[src/rtl/miss_entry_pkg.sv]
`timescale 1ns/1ps
package miss_entry_pkg;
  typedef enum logic [2:0] {
    CMD_RD  = 3'd0,
    CMD_RDX = 3'd1,
    CMD_UPG = 3'd2,
    CMD_SC  = 3'd3,
    CMD_SCF = 3'd4,
    CMD_WR  = 3'd5
  } cmd_e;

  typedef enum logic [1:0] {
    SRC_CPU = 2'd0,
    SRC_SNP = 2'd1,
    SRC_PF  = 2'd2
  } src_e;

  function automatic logic cmd_needs_wr(input logic [2:0] c);
    return (c == CMD_RDX) || (c == CMD_UPG) || (c == CMD_SC) || (c == CMD_WR);
  endfunction

  function automatic logic cmd_is_upg(input logic [2:0] c);
    return (c == CMD_UPG) || (c == CMD_SC);
  endfunction
endpackage

[src/rtl/miss_tgt_fifo.sv]
`timescale 1ns/1ps
// Circular request queue; cmd field sits in bits [2:0]. DEPTH must be a power of two.
module miss_tgt_fifo
  import miss_entry_pkg::*;
#(
  parameter int W     = 32,
  parameter int DEPTH = 4,
  localparam int AW   = $clog2(DEPTH),
  localparam int CW   = $clog2(DEPTH + 1)
) (
  input  logic                     clk_i,
  input  logic                     rst_ni,
  input  logic                     clr_i,
  input  logic                     push_i,
  input  logic [W-1:0]             din_i,
  input  logic                     pop_i,
  input  logic                     cvt_i,
  input  logic                     load_i,
  input  logic [DEPTH-1:0][W-1:0]  ld_mem_i,
  input  logic [AW-1:0]            ld_rd_i,
  input  logic [CW-1:0]            ld_cnt_i,
  output logic [DEPTH-1:0][W-1:0]  mem_o,
  output logic [AW-1:0]            rd_o,
  output logic [CW-1:0]            cnt_o,
  output logic [W-1:0]             head_o,
  output logic                     full_o,
  output logic                     empty_o
);
  logic [DEPTH-1:0][W-1:0] mem_q;
  logic [AW-1:0] rd_q, rd_base, wr_ptr;
  logic [CW-1:0] cnt_q, cnt_base;

  assign rd_base  = clr_i ? '0 : rd_q;
  assign cnt_base = clr_i ? '0 : cnt_q;
  assign wr_ptr   = rd_base + cnt_base[AW-1:0];

  always_ff @(posedge clk_i or negedge rst_ni) begin
    if (!rst_ni) begin
      rd_q  <= '0;
      cnt_q <= '0;
    end else if (load_i) begin
      rd_q  <= ld_rd_i;
      cnt_q <= ld_cnt_i;
    end else begin
      rd_q  <= rd_base + AW'(pop_i);
      cnt_q <= cnt_base + CW'(push_i) - CW'(pop_i);
    end
  end

  always_ff @(posedge clk_i) begin
    if (load_i) begin
      mem_q <= ld_mem_i;
    end else begin
      for (int i = 0; i < DEPTH; i++) begin
        if (cvt_i) begin
          if (mem_q[i][2:0] == CMD_UPG) mem_q[i][2:0] <= CMD_RDX;
          else if (mem_q[i][2:0] == CMD_SC) mem_q[i][2:0] <= CMD_SCF;
        end
      end
      if (push_i) mem_q[wr_ptr] <= din_i;
    end
  end

  assign mem_o   = mem_q;
  assign rd_o    = rd_q;
  assign cnt_o   = cnt_q;
  assign head_o  = mem_q[rd_q];
  assign full_o  = (cnt_q == CW'(DEPTH));
  assign empty_o = (cnt_q == '0);

  assert_no_overflow_R11: assert property (@(posedge clk_i) disable iff (!rst_ni)
    (push_i && !clr_i) |-> !full_o);
  assert_no_underflow_R8: assert property (@(posedge clk_i) disable iff (!rst_ni)
    (pop_i && !clr_i) |-> !empty_o);
endmodule

[src/rtl/miss_q_flags.sv]
`timescale 1ns/1ps
module miss_q_flags
  import miss_entry_pkg::*;
(
  input  logic       clk_i,
  input  logic       rst_ni,
  input  logic       clr_i,
  input  logic       set_i,
  input  logic [2:0] cmd_i,
  input  logic       cvt_i,
  input  logic       ld_i,
  input  logic       ld_nw_i,
  input  logic       ld_hu_i,
  output logic       nw_o,
  output logic       hu_o
);
  logic nw_q, hu_q, nw_b, hu_b;

  assign nw_b = clr_i ? 1'b0 : nw_q;
  assign hu_b = clr_i ? 1'b0 : hu_q;

  always_ff @(posedge clk_i or negedge rst_ni) begin
    if (!rst_ni) begin
      nw_q <= 1'b0;
      hu_q <= 1'b0;
    end else if (ld_i) begin
      nw_q <= ld_nw_i;
      hu_q <= ld_hu_i;
    end else begin
      nw_q <= nw_b | (set_i & cmd_needs_wr(cmd_i));
      hu_q <= (hu_b & ~cvt_i) | (set_i & cmd_is_upg(cmd_i));
    end
  end

  assign nw_o = nw_q;
  assign hu_o = hu_q;
endmodule

[src/rtl/miss_entry_state.sv]
`timescale 1ns/1ps
module miss_entry_state #(
  parameter int ADDR_W = 32,
  parameter int ORD_W  = 16
) (
  input  logic              clk_i,
  input  logic              rst_ni,
  input  logic              alloc_i,
  input  logic              dealloc_i,
  input  logic [ADDR_W-1:0] addr_i,
  input  logic              secure_i,
  input  logic [ORD_W-1:0]  order_i,
  input  logic              fill_i,
  input  logic              issue_i,
  input  logic              pmod_i,
  input  logic              snp_inv_i,
  input  logic              snp_rd_i,
  input  logic              requeue_i,
  output logic              valid_o,
  output logic              in_svc_o,
  output logic              pmod_o,
  output logic              pinv_o,
  output logic              pdg_o,
  output logic [ADDR_W-1:0] addr_o,
  output logic              secure_o,
  output logic [ORD_W-1:0]  order_o,
  output logic              fill_o
);
  logic valid_q, in_svc_q, pmod_q, pinv_q, pdg_q, wipe;

  assign wipe = dealloc_i | alloc_i | requeue_i;

  always_ff @(posedge clk_i or negedge rst_ni) begin
    if (!rst_ni) begin
      valid_q  <= 1'b0;
      in_svc_q <= 1'b0;
      pmod_q   <= 1'b0;
      pinv_q   <= 1'b0;
      pdg_q    <= 1'b0;
      addr_o   <= '0;
      secure_o <= 1'b0;
      order_o  <= '0;
      fill_o   <= 1'b0;
    end else if (wipe) begin
      in_svc_q <= 1'b0;
      pmod_q   <= 1'b0;
      pinv_q   <= 1'b0;
      pdg_q    <= 1'b0;
      if (dealloc_i) begin
        valid_q <= 1'b0;
      end else if (alloc_i) begin
        valid_q  <= 1'b1;
        addr_o   <= addr_i;
        secure_o <= secure_i;
        order_o  <= order_i;
        fill_o   <= fill_i;
      end
    end else begin
      if (issue_i && valid_q && !in_svc_q) begin
        in_svc_q <= 1'b1;
        pmod_q   <= pmod_i;
      end
      if (in_svc_q && snp_inv_i) pinv_q <= 1'b1;
      if (in_svc_q && snp_rd_i)  pdg_q  <= 1'b1;
    end
  end

  assign valid_o  = valid_q;
  assign in_svc_o = in_svc_q;
  assign pmod_o   = pmod_q;
  assign pinv_o   = pinv_q;
  assign pdg_o    = pdg_q;

  assert_snoop_in_service_R5: assert property (@(posedge clk_i) disable iff (!rst_ni)
    ($rose(pinv_q) || $rose(pdg_q)) |-> $past(in_svc_q));
  assert_dealloc_clears_R12: assert property (@(posedge clk_i) disable iff (!rst_ni)
    dealloc_i |=> (!valid_q && !in_svc_q && !pinv_q && !pdg_q));
endmodule

[src/rtl/miss_entry.sv]
`timescale 1ns/1ps
module miss_entry
  import miss_entry_pkg::*;
#(
  parameter int ADDR_W = 32,
  parameter int OFF_W  = 6,
  parameter int ORD_W  = 16,
  parameter int HND_W  = 8,
  parameter int DEPTH  = 4,
  localparam int CW    = $clog2(DEPTH + 1)
) (
  input  logic              clk_i,
  input  logic              rst_ni,
  input  logic              alloc_i,
  input  logic [ADDR_W-1:0] alloc_addr_i,
  input  logic              alloc_secure_i,
  input  logic [ORD_W-1:0]  alloc_order_i,
  input  logic              alloc_fill_i,
  input  logic              dealloc_i,
  input  logic [ADDR_W-1:0] lookup_addr_i,
  input  logic              lookup_secure_i,
  input  logic              tgt_valid_i,
  input  logic [2:0]        tgt_cmd_i,
  input  logic [1:0]        tgt_src_i,
  input  logic [ORD_W-1:0]  tgt_order_i,
  input  logic [HND_W-1:0]  tgt_hnd_i,
  input  logic              tgt_resp_i,
  input  logic              tgt_mark_i,
  input  logic              issue_i,
  input  logic              issue_pmod_i,
  input  logic              snoop_inv_i,
  input  logic              snoop_rd_i,
  input  logic              line_lost_i,
  input  logic              pop_i,
  input  logic              promote_i,
  input  logic              flag_rd_i,
  output logic              valid_o,
  output logic              match_o,
  output logic [ORD_W-1:0]  order_o,
  output logic              fill_alloc_o,
  output logic              in_service_o,
  output logic              pend_mod_o,
  output logic              post_inv_o,
  output logic              post_dg_o,
  output logic              flag_err_o,
  output logic              needs_wr_o,
  output logic              has_upg_o,
  output logic [CW:0]       num_tgt_o,
  output logic              has_tgt_o,
  output logic              prim_full_o,
  output logic              def_full_o,
  output logic              add_err_o,
  output logic              fwd_nr_o,
  output logic [2:0]        head_cmd_o,
  output logic [1:0]        head_src_o,
  output logic [ORD_W-1:0]  head_order_o,
  output logic [HND_W-1:0]  head_hnd_o,
  output logic              head_resp_o,
  output logic              head_mark_o
);
  localparam int AW    = $clog2(DEPTH);
  localparam int ORD_L = 3;
  localparam int HND_L = ORD_L + ORD_W;
  localparam int SRC_L = HND_L + HND_W;
  localparam int RSP_B = SRC_L + 2;
  localparam int MRK_B = RSP_B + 1;
  localparam int TW    = MRK_B + 1;
  localparam logic [ADDR_W-1:0] TAG_MASK = {ADDR_W{1'b1}} << OFF_W;

  logic valid_q, in_svc, pmod_q, pinv_q, pdg_q, sec_q;
  logic [ADDR_W-1:0] addr_q;
  logic alloc_ok, clr_all, to_def, add_ok, pop_ok, prom_ok, lost_ok;
  logic [TW-1:0] din, p_head, d_head;
  logic [DEPTH-1:0][TW-1:0] p_mem, d_mem;
  logic [AW-1:0] p_rd, d_rd;
  logic [CW-1:0] p_cnt, d_cnt;
  logic p_full, p_empty, d_full, d_empty;
  logic p_nw, p_hu, d_nw, d_hu;

  assign alloc_ok = alloc_i && !valid_q && !dealloc_i;
  assign clr_all  = dealloc_i || alloc_ok;
  assign lost_ok  = line_lost_i && valid_q && !clr_all;
  assign to_def   = in_svc && !pmod_q && cmd_needs_wr(tgt_cmd_i) && !alloc_ok;
  assign add_ok   = tgt_valid_i && !dealloc_i && (valid_q || alloc_ok) &&
                    !(alloc_ok ? 1'b0 : (to_def ? d_full : p_full));
  assign pop_ok   = pop_i && !p_empty && !clr_all;
  assign prom_ok  = promote_i && p_empty && !d_empty && !tgt_valid_i && !clr_all;
  assign din      = {tgt_mark_i, tgt_resp_i, tgt_src_i, tgt_hnd_i, tgt_order_i, tgt_cmd_i};

  miss_entry_state #(.ADDR_W(ADDR_W), .ORD_W(ORD_W)) u_state (
    .clk_i, .rst_ni,
    .alloc_i(alloc_ok), .dealloc_i,
    .addr_i(alloc_addr_i & TAG_MASK), .secure_i(alloc_secure_i),
    .order_i(alloc_order_i), .fill_i(alloc_fill_i),
    .issue_i, .pmod_i(issue_pmod_i),
    .snp_inv_i(snoop_inv_i), .snp_rd_i(snoop_rd_i), .requeue_i(prom_ok),
    .valid_o(valid_q), .in_svc_o(in_svc), .pmod_o(pmod_q),
    .pinv_o(pinv_q), .pdg_o(pdg_q),
    .addr_o(addr_q), .secure_o(sec_q), .order_o, .fill_o(fill_alloc_o)
  );

  miss_tgt_fifo #(.W(TW), .DEPTH(DEPTH)) u_prim (
    .clk_i, .rst_ni, .clr_i(clr_all),
    .push_i(add_ok && !to_def), .din_i(din), .pop_i(pop_ok), .cvt_i(lost_ok),
    .load_i(prom_ok), .ld_mem_i(d_mem), .ld_rd_i(d_rd), .ld_cnt_i(d_cnt),
    .mem_o(p_mem), .rd_o(p_rd), .cnt_o(p_cnt), .head_o(p_head),
    .full_o(p_full), .empty_o(p_empty)
  );

  miss_tgt_fifo #(.W(TW), .DEPTH(DEPTH)) u_def (
    .clk_i, .rst_ni, .clr_i(clr_all || prom_ok),
    .push_i(add_ok && to_def), .din_i(din), .pop_i(1'b0), .cvt_i(lost_ok),
    .load_i(1'b0), .ld_mem_i(p_mem), .ld_rd_i(p_rd), .ld_cnt_i(p_cnt),
    .mem_o(d_mem), .rd_o(d_rd), .cnt_o(d_cnt), .head_o(d_head),
    .full_o(d_full), .empty_o(d_empty)
  );

  miss_q_flags u_pflags (
    .clk_i, .rst_ni, .clr_i(clr_all), .set_i(add_ok && !to_def), .cmd_i(tgt_cmd_i),
    .cvt_i(lost_ok), .ld_i(prom_ok), .ld_nw_i(d_nw), .ld_hu_i(d_hu),
    .nw_o(p_nw), .hu_o(p_hu)
  );

  miss_q_flags u_dflags (
    .clk_i, .rst_ni, .clr_i(clr_all || prom_ok), .set_i(add_ok && to_def),
    .cmd_i(tgt_cmd_i), .cvt_i(lost_ok), .ld_i(1'b0), .ld_nw_i(1'b0), .ld_hu_i(1'b0),
    .nw_o(d_nw), .hu_o(d_hu)
  );

  assign valid_o      = valid_q;
  assign match_o      = valid_q && (sec_q == lookup_secure_i) &&
                        (((lookup_addr_i ^ addr_q) & TAG_MASK) == '0);
  assign in_service_o = in_svc;
  assign pend_mod_o   = in_svc & pmod_q;
  assign post_inv_o   = in_svc & pinv_q;
  assign post_dg_o    = in_svc & pdg_q;
  assign flag_err_o   = flag_rd_i & ~in_svc;
  assign needs_wr_o   = p_nw;
  assign has_upg_o    = p_hu;
  assign num_tgt_o    = (CW+1)'(p_cnt) + (CW+1)'(d_cnt);
  assign has_tgt_o    = !p_empty;
  assign prim_full_o  = p_full;
  assign def_full_o   = d_full;
  assign add_err_o    = tgt_valid_i && !dealloc_i && !add_ok;
  assign head_cmd_o   = p_head[2:0];
  assign head_order_o = p_head[HND_L-1:ORD_L];
  assign head_hnd_o   = p_head[SRC_L-1:HND_L];
  assign head_src_o   = p_head[RSP_B-1:SRC_L];
  assign head_resp_o  = p_head[RSP_B];
  assign head_mark_o  = p_head[MRK_B];
  assign fwd_nr_o     = (num_tgt_o == (CW+1)'(1)) && !p_empty &&
                        (head_src_o == SRC_CPU) && !head_resp_o;

  logic unused_dhead;
  assign unused_dhead = ^d_head;

  assert_promote_moves_R10: assert property (@(posedge clk_i) disable iff (!rst_ni)
    prom_ok |=> (d_cnt == '0) && (p_cnt == $past(d_cnt)) && !in_svc);
  assert_count_bound_R8: assert property (@(posedge clk_i) disable iff (!rst_ni)
    num_tgt_o <= (CW+1)'(2 * DEPTH));
endmodule

[config.mk]
export PLATFORM = sky130hd
export DESIGN_NAME = miss_entry
export DESIGN_NICKNAME = d
export VERILOG_FILES = /design/src/rtl/miss_entry_pkg.sv /design/src/rtl/miss_tgt_fifo.sv /design/src/rtl/miss_q_flags.sv /design/src/rtl/miss_entry_state.sv /design/src/rtl/miss_entry.sv
export SDC_FILE = /design/constraint.sdc
export NUM_CORES = 1
export LEC_CHECK = 0
export ABC_CLOCK_PERIOD_IN_PS = 3800
export BUFFER_PORTS_ARGS = -buffer_cell sky130_fd_sc_hd__buf_2
export CORE_ASPECT_RATIO = 1.25
export CORE_MARGIN = 2
export CORE_UTILIZATION = 52
export CTS_CLUSTER_DIAMETER = 150
export DETAILED_ROUTE_END_ITERATION = 12
export GPL_TIMING_DRIVEN = 0
export PLACE_DENSITY = 0.74
export SKIP_CTS_REPAIR_TIMING = 1
export SLEW_MARGIN = 20
export SYNTH_ARGS = -nofsm -noshare
export SYNTH_HDL_FRONTEND = slang
export SYNTH_SLANG_ARGS = --single-unit
[constraint.sdc]
create_clock -name clk_i -period 3.8 [get_ports clk_i]
set_input_delay 0 -clock clk_i [delete_from_list [all_inputs] [get_ports clk_i]]
set_output_delay 0 -clock clk_i [all_outputs]
set_load 0.005 [all_outputs]
== After elaboration in Yosys (flattened, before gate mapping) ==
Index checks and enable logic that the tools add are counted.

* Input bits: 127
* Bits in registers: 311
* Word-level logic and storage cells: 213
* Output and inout bits: 66

* Muxes and demuxes: 63
* $add $sub $neg: 7
* Order comparisons: 5
* Eq/ne operators: 24
* Reductions and logical operators: 61
* Bitwise gates (word level): 20

{| class="wikitable"
|+ Operators with widths
! kind !! number
|-
| bitwise mux 124 bit || 2
|-
| 2-to-1 mux 124 bit || 2
|-
| demux 31 bit (select 2 bit) || 2
|-
| 2-to-1 mux 96 bit || 1
|-
| 2-to-1 mux 3 bit || 31
|-
| 2-to-1 mux 31 bit || 3
|-
| binary-select mux 31 bit (select 2 bit) || 1
|-
| equality test 3 x 2 -> 1 bit, second input constant || 18
|-
| logical NOT 32 bit || 1
|-
| XOR 32 bit || 1
|-
| logical AND 1 bit || 30
|-
| 2-to-1 mux 1 bit || 18
|-
| logical NOT 1 bit || 13
|-
| AND 1 bit || 10
|-
| nonzero test 2 bit || 5
|-
| equality test 3 bit, second input constant || 3
|-
| < comparator 2 x 3 -> 1 bit, second input constant || 3
|-
| logical OR 1 bit || 7
|-
| adder 3 x 1 -> 3 bit || 2
|-
| logical NOT 3 bit || 2
|-
| 2-to-1 mux 2 bit || 3
|-
| bitwise OR 1 bit || 6
|-
| adder 2 bit || 2
|-
| adder 3 x 3 -> 4 bit || 1
|-
| 10 further kinds || 13
|}

== Logic depth before layout (Yosys ltp) ==
* Depth in word-level cells: 15
* Depth in mapped cells: 14
* Mapped depth without buffers: 10

== By module ==
A second synthesis with hierarchy kept.

* Cells, all modules: 1,348
* Area total of the unflattened synthesis: 16,389.5 um^2

{| class="wikitable"
|+ By module, submodules not included
! module !! times used !! area each (um^2) !! cells each !! sequential area each (um^2)
|-
| miss_tgt_fifo || 2 || 6,637.6 || 563 || 3,728.6
|-
| miss_entry_state || 1 || 2,323.5 || 125 || 1,376.3
|-
| miss_entry || 1 || 548.0 || 71 || 0.0
|-
| miss_q_flags || 2 || 121.4 || 13 || 50.0
|}

== Worst setup path after synthesis ==
No wires, ideal clock.

* Kind: register to register
* From: reg u_state.valid_q, in the netlist u_state.valid_o
* To: reg u_def.mem_q, in the netlist u_def.mem_o[31]
* Period minus slack after synthesis: 3.505 ns
* Cell stages (with the launch flop): 12
* Arrival time: 3.382 ns
* Setup slack: 0.295 ns
* Setup time: 0.123 ns
* Path buffers: 3
* Required time: 3.677 ns
* Cell sequence: dfrtp_1 buf_4 nor2b_1 buf_6 nor2_1 clkbuf_1 and3_1 ha_1 o31ai_1 o211ai_2 nor3_2 mux2_1

* Word-level cells in the longest chain between the ends: 15
* Elaborated cells between the ends (all ways): 29
* Those cells by class: add/sub: 1; order compare: 2; mux: 9; reduce/logical: 17

{| class="wikitable"
|+ RTL lines
! element !! line !! text
|-
| from (decl) || miss_entry_state.sv:29 || <nowiki>logic valid_q, in_svc_q, pmod_q, pinv_q, pdg_q, wipe;</nowiki>
|-
| from (signal assigned) || miss_entry_state.sv:35 || <nowiki>valid_q <= 1'b0;</nowiki>
|-
| from (signal assigned) || miss_entry_state.sv:50 || <nowiki>valid_q <= 1'b0;</nowiki>
|-
| from (signal assigned) || miss_entry_state.sv:52 || <nowiki>valid_q <= 1'b1;</nowiki>
|-
| logical NOT 1 bit * || miss_entry.sv:80 || <nowiki>assign alloc_ok = alloc_i && !valid_q && !dealloc_i;</nowiki>
|-
| logical AND 1 bit * (2 in series) || miss_entry.sv:80 ||
|-
| logical OR 1 bit * || miss_entry.sv:81 || <nowiki>assign clr_all = dealloc_i || alloc_ok;</nowiki>
|-
| logical NOT 1 bit || miss_entry.sv:87 || <nowiki>assign prom_ok = promote_i && p_empty && !d_empty && !tgt_valid_i && !clr_all;</nowiki>
|-
| logical AND 1 bit || miss_entry.sv:87 ||
|-
| logical OR 1 bit * || miss_entry.sv:111 || <nowiki>.clk_i, .rst_ni, .clr_i(clr_all || prom_ok),</nowiki>
|-
| 2-to-1 mux 2 bit * || miss_tgt_fifo.sv:33 || <nowiki>assign rd_base = clr_i ? '0 : rd_q;</nowiki>
|-
| net u_def.rd_base[0] || miss_tgt_fifo.sv:30 || <nowiki>logic [AW-1:0] rd_q, rd_base, wr_ptr;</nowiki>
|-
| adder 2 bit * || miss_tgt_fifo.sv:35 || <nowiki>assign wr_ptr = rd_base + cnt_base[AW-1:0];</nowiki>
|-
| < comparator 2 x 3 -> 1 bit (implied by the code) or >= comparator 2 x 1 -> 1 bit (tied branches) || miss_tgt_fifo.sv:60 || <nowiki>if (push_i) mem_q[wr_ptr] <= din_i;</nowiki>
|-
| logical AND 1 bit (implied by the code) || miss_tgt_fifo.sv:60 ||
|-
| 2-to-1 mux 31 bit (implied by the code) || miss_tgt_fifo.sv:60 ||
|-
| demux 31 bit (select 2 bit) * || - ||
|-
| bitwise mux 124 bit * || miss_tgt_fifo.sv:60 ||
|-
| 2-to-1 mux 96 bit * || miss_tgt_fifo.sv:60 ||
|-
| to (signal assigned) || miss_tgt_fifo.sv:52 || <nowiki>mem_q <= ld_mem_i;</nowiki>
|-
| to (signal, indexed assignment) || miss_tgt_fifo.sv:60 ||
|-
| to (decl) || miss_tgt_fifo.sv:29 || <nowiki>logic [DEPTH-1:0][W-1:0] mem_q;</nowiki>
|}

The timed path passes the listed nets; every way through them passes the cells marked *.
A chain may end at the register's enable or synchronous reset.

== Worst setup path in the final report ==
* From: reg u_prim.cnt_q[1], in the netlist u_prim.cnt_o[1]
* To: reg u_def.mem_q, in the netlist u_def.mem_o[77], enable pin

* Word-level cells in the longest chain between the ends: 6

{| class="wikitable"
|+ RTL lines
! element !! line !! text
|-
| from (decl) || miss_tgt_fifo.sv:31 || <nowiki>logic [CW-1:0] cnt_q, cnt_base;</nowiki>
|-
| from (signal assigned) || miss_tgt_fifo.sv:43 || <nowiki>cnt_q <= ld_cnt_i;</nowiki>
|-
| from (signal assigned) || miss_tgt_fifo.sv:46 || <nowiki>cnt_q <= cnt_base + CW'(push_i) - CW'(pop_i);</nowiki>
|-
| equality test 3 bit || miss_tgt_fifo.sv:68 || <nowiki>assign full_o = (cnt_q == CW'(DEPTH));</nowiki>
|-
| 2-to-1 mux 1 bit (2 in series) || miss_entry.sv:85 || <nowiki>!(alloc_ok ? 1'b0 : (to_def ? d_full : p_full));</nowiki>
|-
| logical NOT 1 bit || miss_entry.sv:85 ||
|-
| logical AND 1 bit || miss_entry.sv:84 || <nowiki>assign add_ok = tgt_valid_i && !dealloc_i && (valid_q || alloc_ok) &&</nowiki>
|-
| logical AND 1 bit || miss_entry.sv:112 || <nowiki>.push_i(add_ok && to_def), .din_i(din), .pop_i(1'b0), .cvt_i(lost_ok),</nowiki>
|}

No other way between the ends.

==> metrics <==
net count after synthesis 954; Post-Syn Area per Cell 16.0 um2; Starting DRT DRC Count 601; area leader, netlist edfxtp_1; Fin. Hold Viols 1; r2r setup slk 0.18 ns; PD cells 505 nW/um2; hpwl dp 20400 um; Cell Area, Synth 13000 um2; total die area 26300 um2; crit-path max FO 28; IO buf count 179; Startpoint Class flip-flop; Seq/Total Area, Yosys 67.5%; H-tree depth 1; ys async rst share 20.3%; area share of the largest cell type after synthesis 51.7%; CP max stage delay roughly 0.53 ns; worst min path class in -> reg; height of the die 181 um; Sink Count 311; ANT cells 0; ys flop type edfxtp_1; Worst Path Arrival 3.81 ns; CTS tree built; CP Capture Type flip-flop; final slew viol count 0; Die W 146 um; Starting Density 53.0%; drt wl/cell 22.5 um; worst skew pair latency roughly 0.56 ns; Final Skew 0.0110 ns; largest net degree at the start of global routing 49; max-cap viol count 0; maximum root-to-sink buffer count 3; Routability Congestion approximately 0.9; drt total wl approximately 33000 um; Via density 5.81; top cells by area, synth edfxtp_1 (52%), dfrtp_1 (12%), a22o_1 (7.5%); Yosys warning count 0; outcome complete, but fails checks; global-route wire length before repair 47000 um; ANT nets after route 0; vias in the first global route 8361; Pre-Repair DR Iteration Count 5; Synth cell types 57; Worst EP required 3.99 ns; share of post-route cells with drive strength above 1 30.9%; Crit path buffers/inverters 2; initial antenna violation count 0; CP Class reg -> reg; measured slew at the worst slew-check pin 0.743 ns; slowest CP cell or4_1; unrepaired setup endpoints after global routing no; total CTS buffers 30; WHS -0.00991 ns; worst path cell trace buf_2 -> nor3_2 -> nand3_1 -> and3_1 -> ha_1 -> or4_1 -> o211ai_2 -> nand3_2 -> clkinv_2; cell family with most CP delay simple AND/OR/NAND/NOR gates; Residual DRC 0; nets 1257; Max-slew headroom 50.5%; #FFs+latches synth around 310; fin crit period 3.62 ns; Max Fclk 0.276 GHz; total leakage power 6.17 nW; clock slew at reported path FFs 0.07 ns; clock root cell clkbuf_16; violated checks negative hold slack; Mapped Cells 815; ratio of final minimum period to clock period between 90% and 100%; maximum VDD drop 0.468 mV; Setup TNS Final 0 ns; DR vias 8546; Core Area 24600 um2; Total Routing Usage GR 23.1%; row count 64; io pins 193; setup violators final 0; Area Growth Syn to Fin 25.8%; total congestion overflow 0; Post-synth EDFFs about 220
[cell type report]
| cell class | count | area (um2) |
|---|---|---|
| well taps | 330 | 413 |
| flip-flops and latches | 311 | 8780 |
| inverters | 14 | 56.3 |
| clock buffers | 38 | 802 |
| clock inverters | 16 | 213 |
| fillers | 1658 | 8200 |
| multi-input cells | 439 | 3980 |
| repair buffers | 271 | 1890 |
| plain buffers | 51 | 246 |
[worst register-to-register path, cell delays in order (launching register included)]
cell and delay, ns:
dfrtp_1 0.38, buf_2 0.17, nor3_2 0.29, nand3_1 0.31, and3_1 0.30, ha_1 0.23
or4_1 0.53, o211ai_2 0.31, nand3_2 0.22, clkinv_2 0.49
[metrics by stage]
stage / std cells / area, um2 / util, % / setup WS (ns) / power, mW
global route: 1470 / 16400 / 66.6 / 0.0101 / 8.56
global placement: 1324 / 14300 / 58.3 / -0.936 / 5.12
CTS: 1384 / 15500 / 63.0 / -0.204 / 8.21
detailed placement: 1330 / 14500 / 58.9 / -0.166 / 5.16
finish: 1470 / 16400 / 66.6 / 0.180 / 8.27
floorplan: 815 / 13000 / - / 0.295 / 4.68
[flip-flops by register name, indices dropped and copies added, names as in the netlist, 2 cells and up]
register	count
u_state.order_o	16
u_def.mem_o	124
u_state.addr_o	26
u_prim.cnt_o	3
u_def.cnt_o	3
u_prim.rd_o	2
u_def.rd_o	2
u_prim.mem_o	124
[per-layer routing]
layer	routed length (um)	GRT usage (%)
met5	0	0
met1	12700	28.7
met2	17100	41.2
met3	2400	4.22
met4	803	7.37
[layout by cell type, fill, tap and decap left out, drive strengths merged, types with 3 or more instances in the layout]
cell type    instances
edfxtp             224
buf                212
a22o               112
dlygate4sd3         86
dfrtp               63
clkbuf              62
mux2                48
nand2               36
xnor2               33
mux4                31
nor2                26
dfxtp               24
o21ai               15
inv                 14
a21oi               10
ha                  10
a31oi               10
nor3b                9
nand4                9
mux2i                9
xor2                 9
clkinv               7
and3                 6
nor2b                5
o31ai                5
and2                 5
bufinv               5
o211ai               5
nor3                 5
o221a                4
or3                  4
nand3                4
clkinvlp             4
a21o                 3
a211oi               3
a221o                3
[cell usage after synthesis (all sizes together) (10+ instances only)]
library cell,n
a21oi,10
a22o,112
a31oi,10
buf,29
clkbuf,22
dfrtp,63
dfxtp,24
edfxtp,224
ha,10
inv,14
mux2,48
mux4,31
nand2,36
nor2,26
o21ai,15
xnor2,33
[path summary, 6_finish.rpt]
kind,from,endpoint,cells past startpoint
max,u_prim.cnt_o[1],u_def.mem_o[77],9
max in group asynchronous,rst_ni,u_def.cnt_o[1],4
min reg2reg,u_dflags.nw_o,u_dflags.nw_o,2
max reg2reg,u_prim.cnt_o[1],u_def.mem_o[77],9
min,pop_i,u_prim.rd_o[0],5
min in group asynchronous,rst_ni,u_state.order_o[1],4
[kinds of logic (layout without fill, tap and decap cells)]
group / count (synthesis) / after routing / synth area share, %
DFF: 311 / 311 / 67.5
AOI/OAI and AO/OA: 178 / 178 / 11.2
and+or+nand+nor: 119 / 119 / 4.77
muxes: 88 / 88 / 10.2
buffers and inverters: 65 / 390 / 2.23
xor gates and xnor gates: 42 / 42 / 2.83
adders and majority gates: 12 / 12 / 1.27
[where the power goes]
group / internal, mW / switching (mW) / total, mW
Clock: 1.83 / 1.26 / 3.08
Sequential: 3.84 / 0.145 / 3.99
Combinational: 0.623 / 0.573 / 1.20
(Power assumes the default switching activity.)
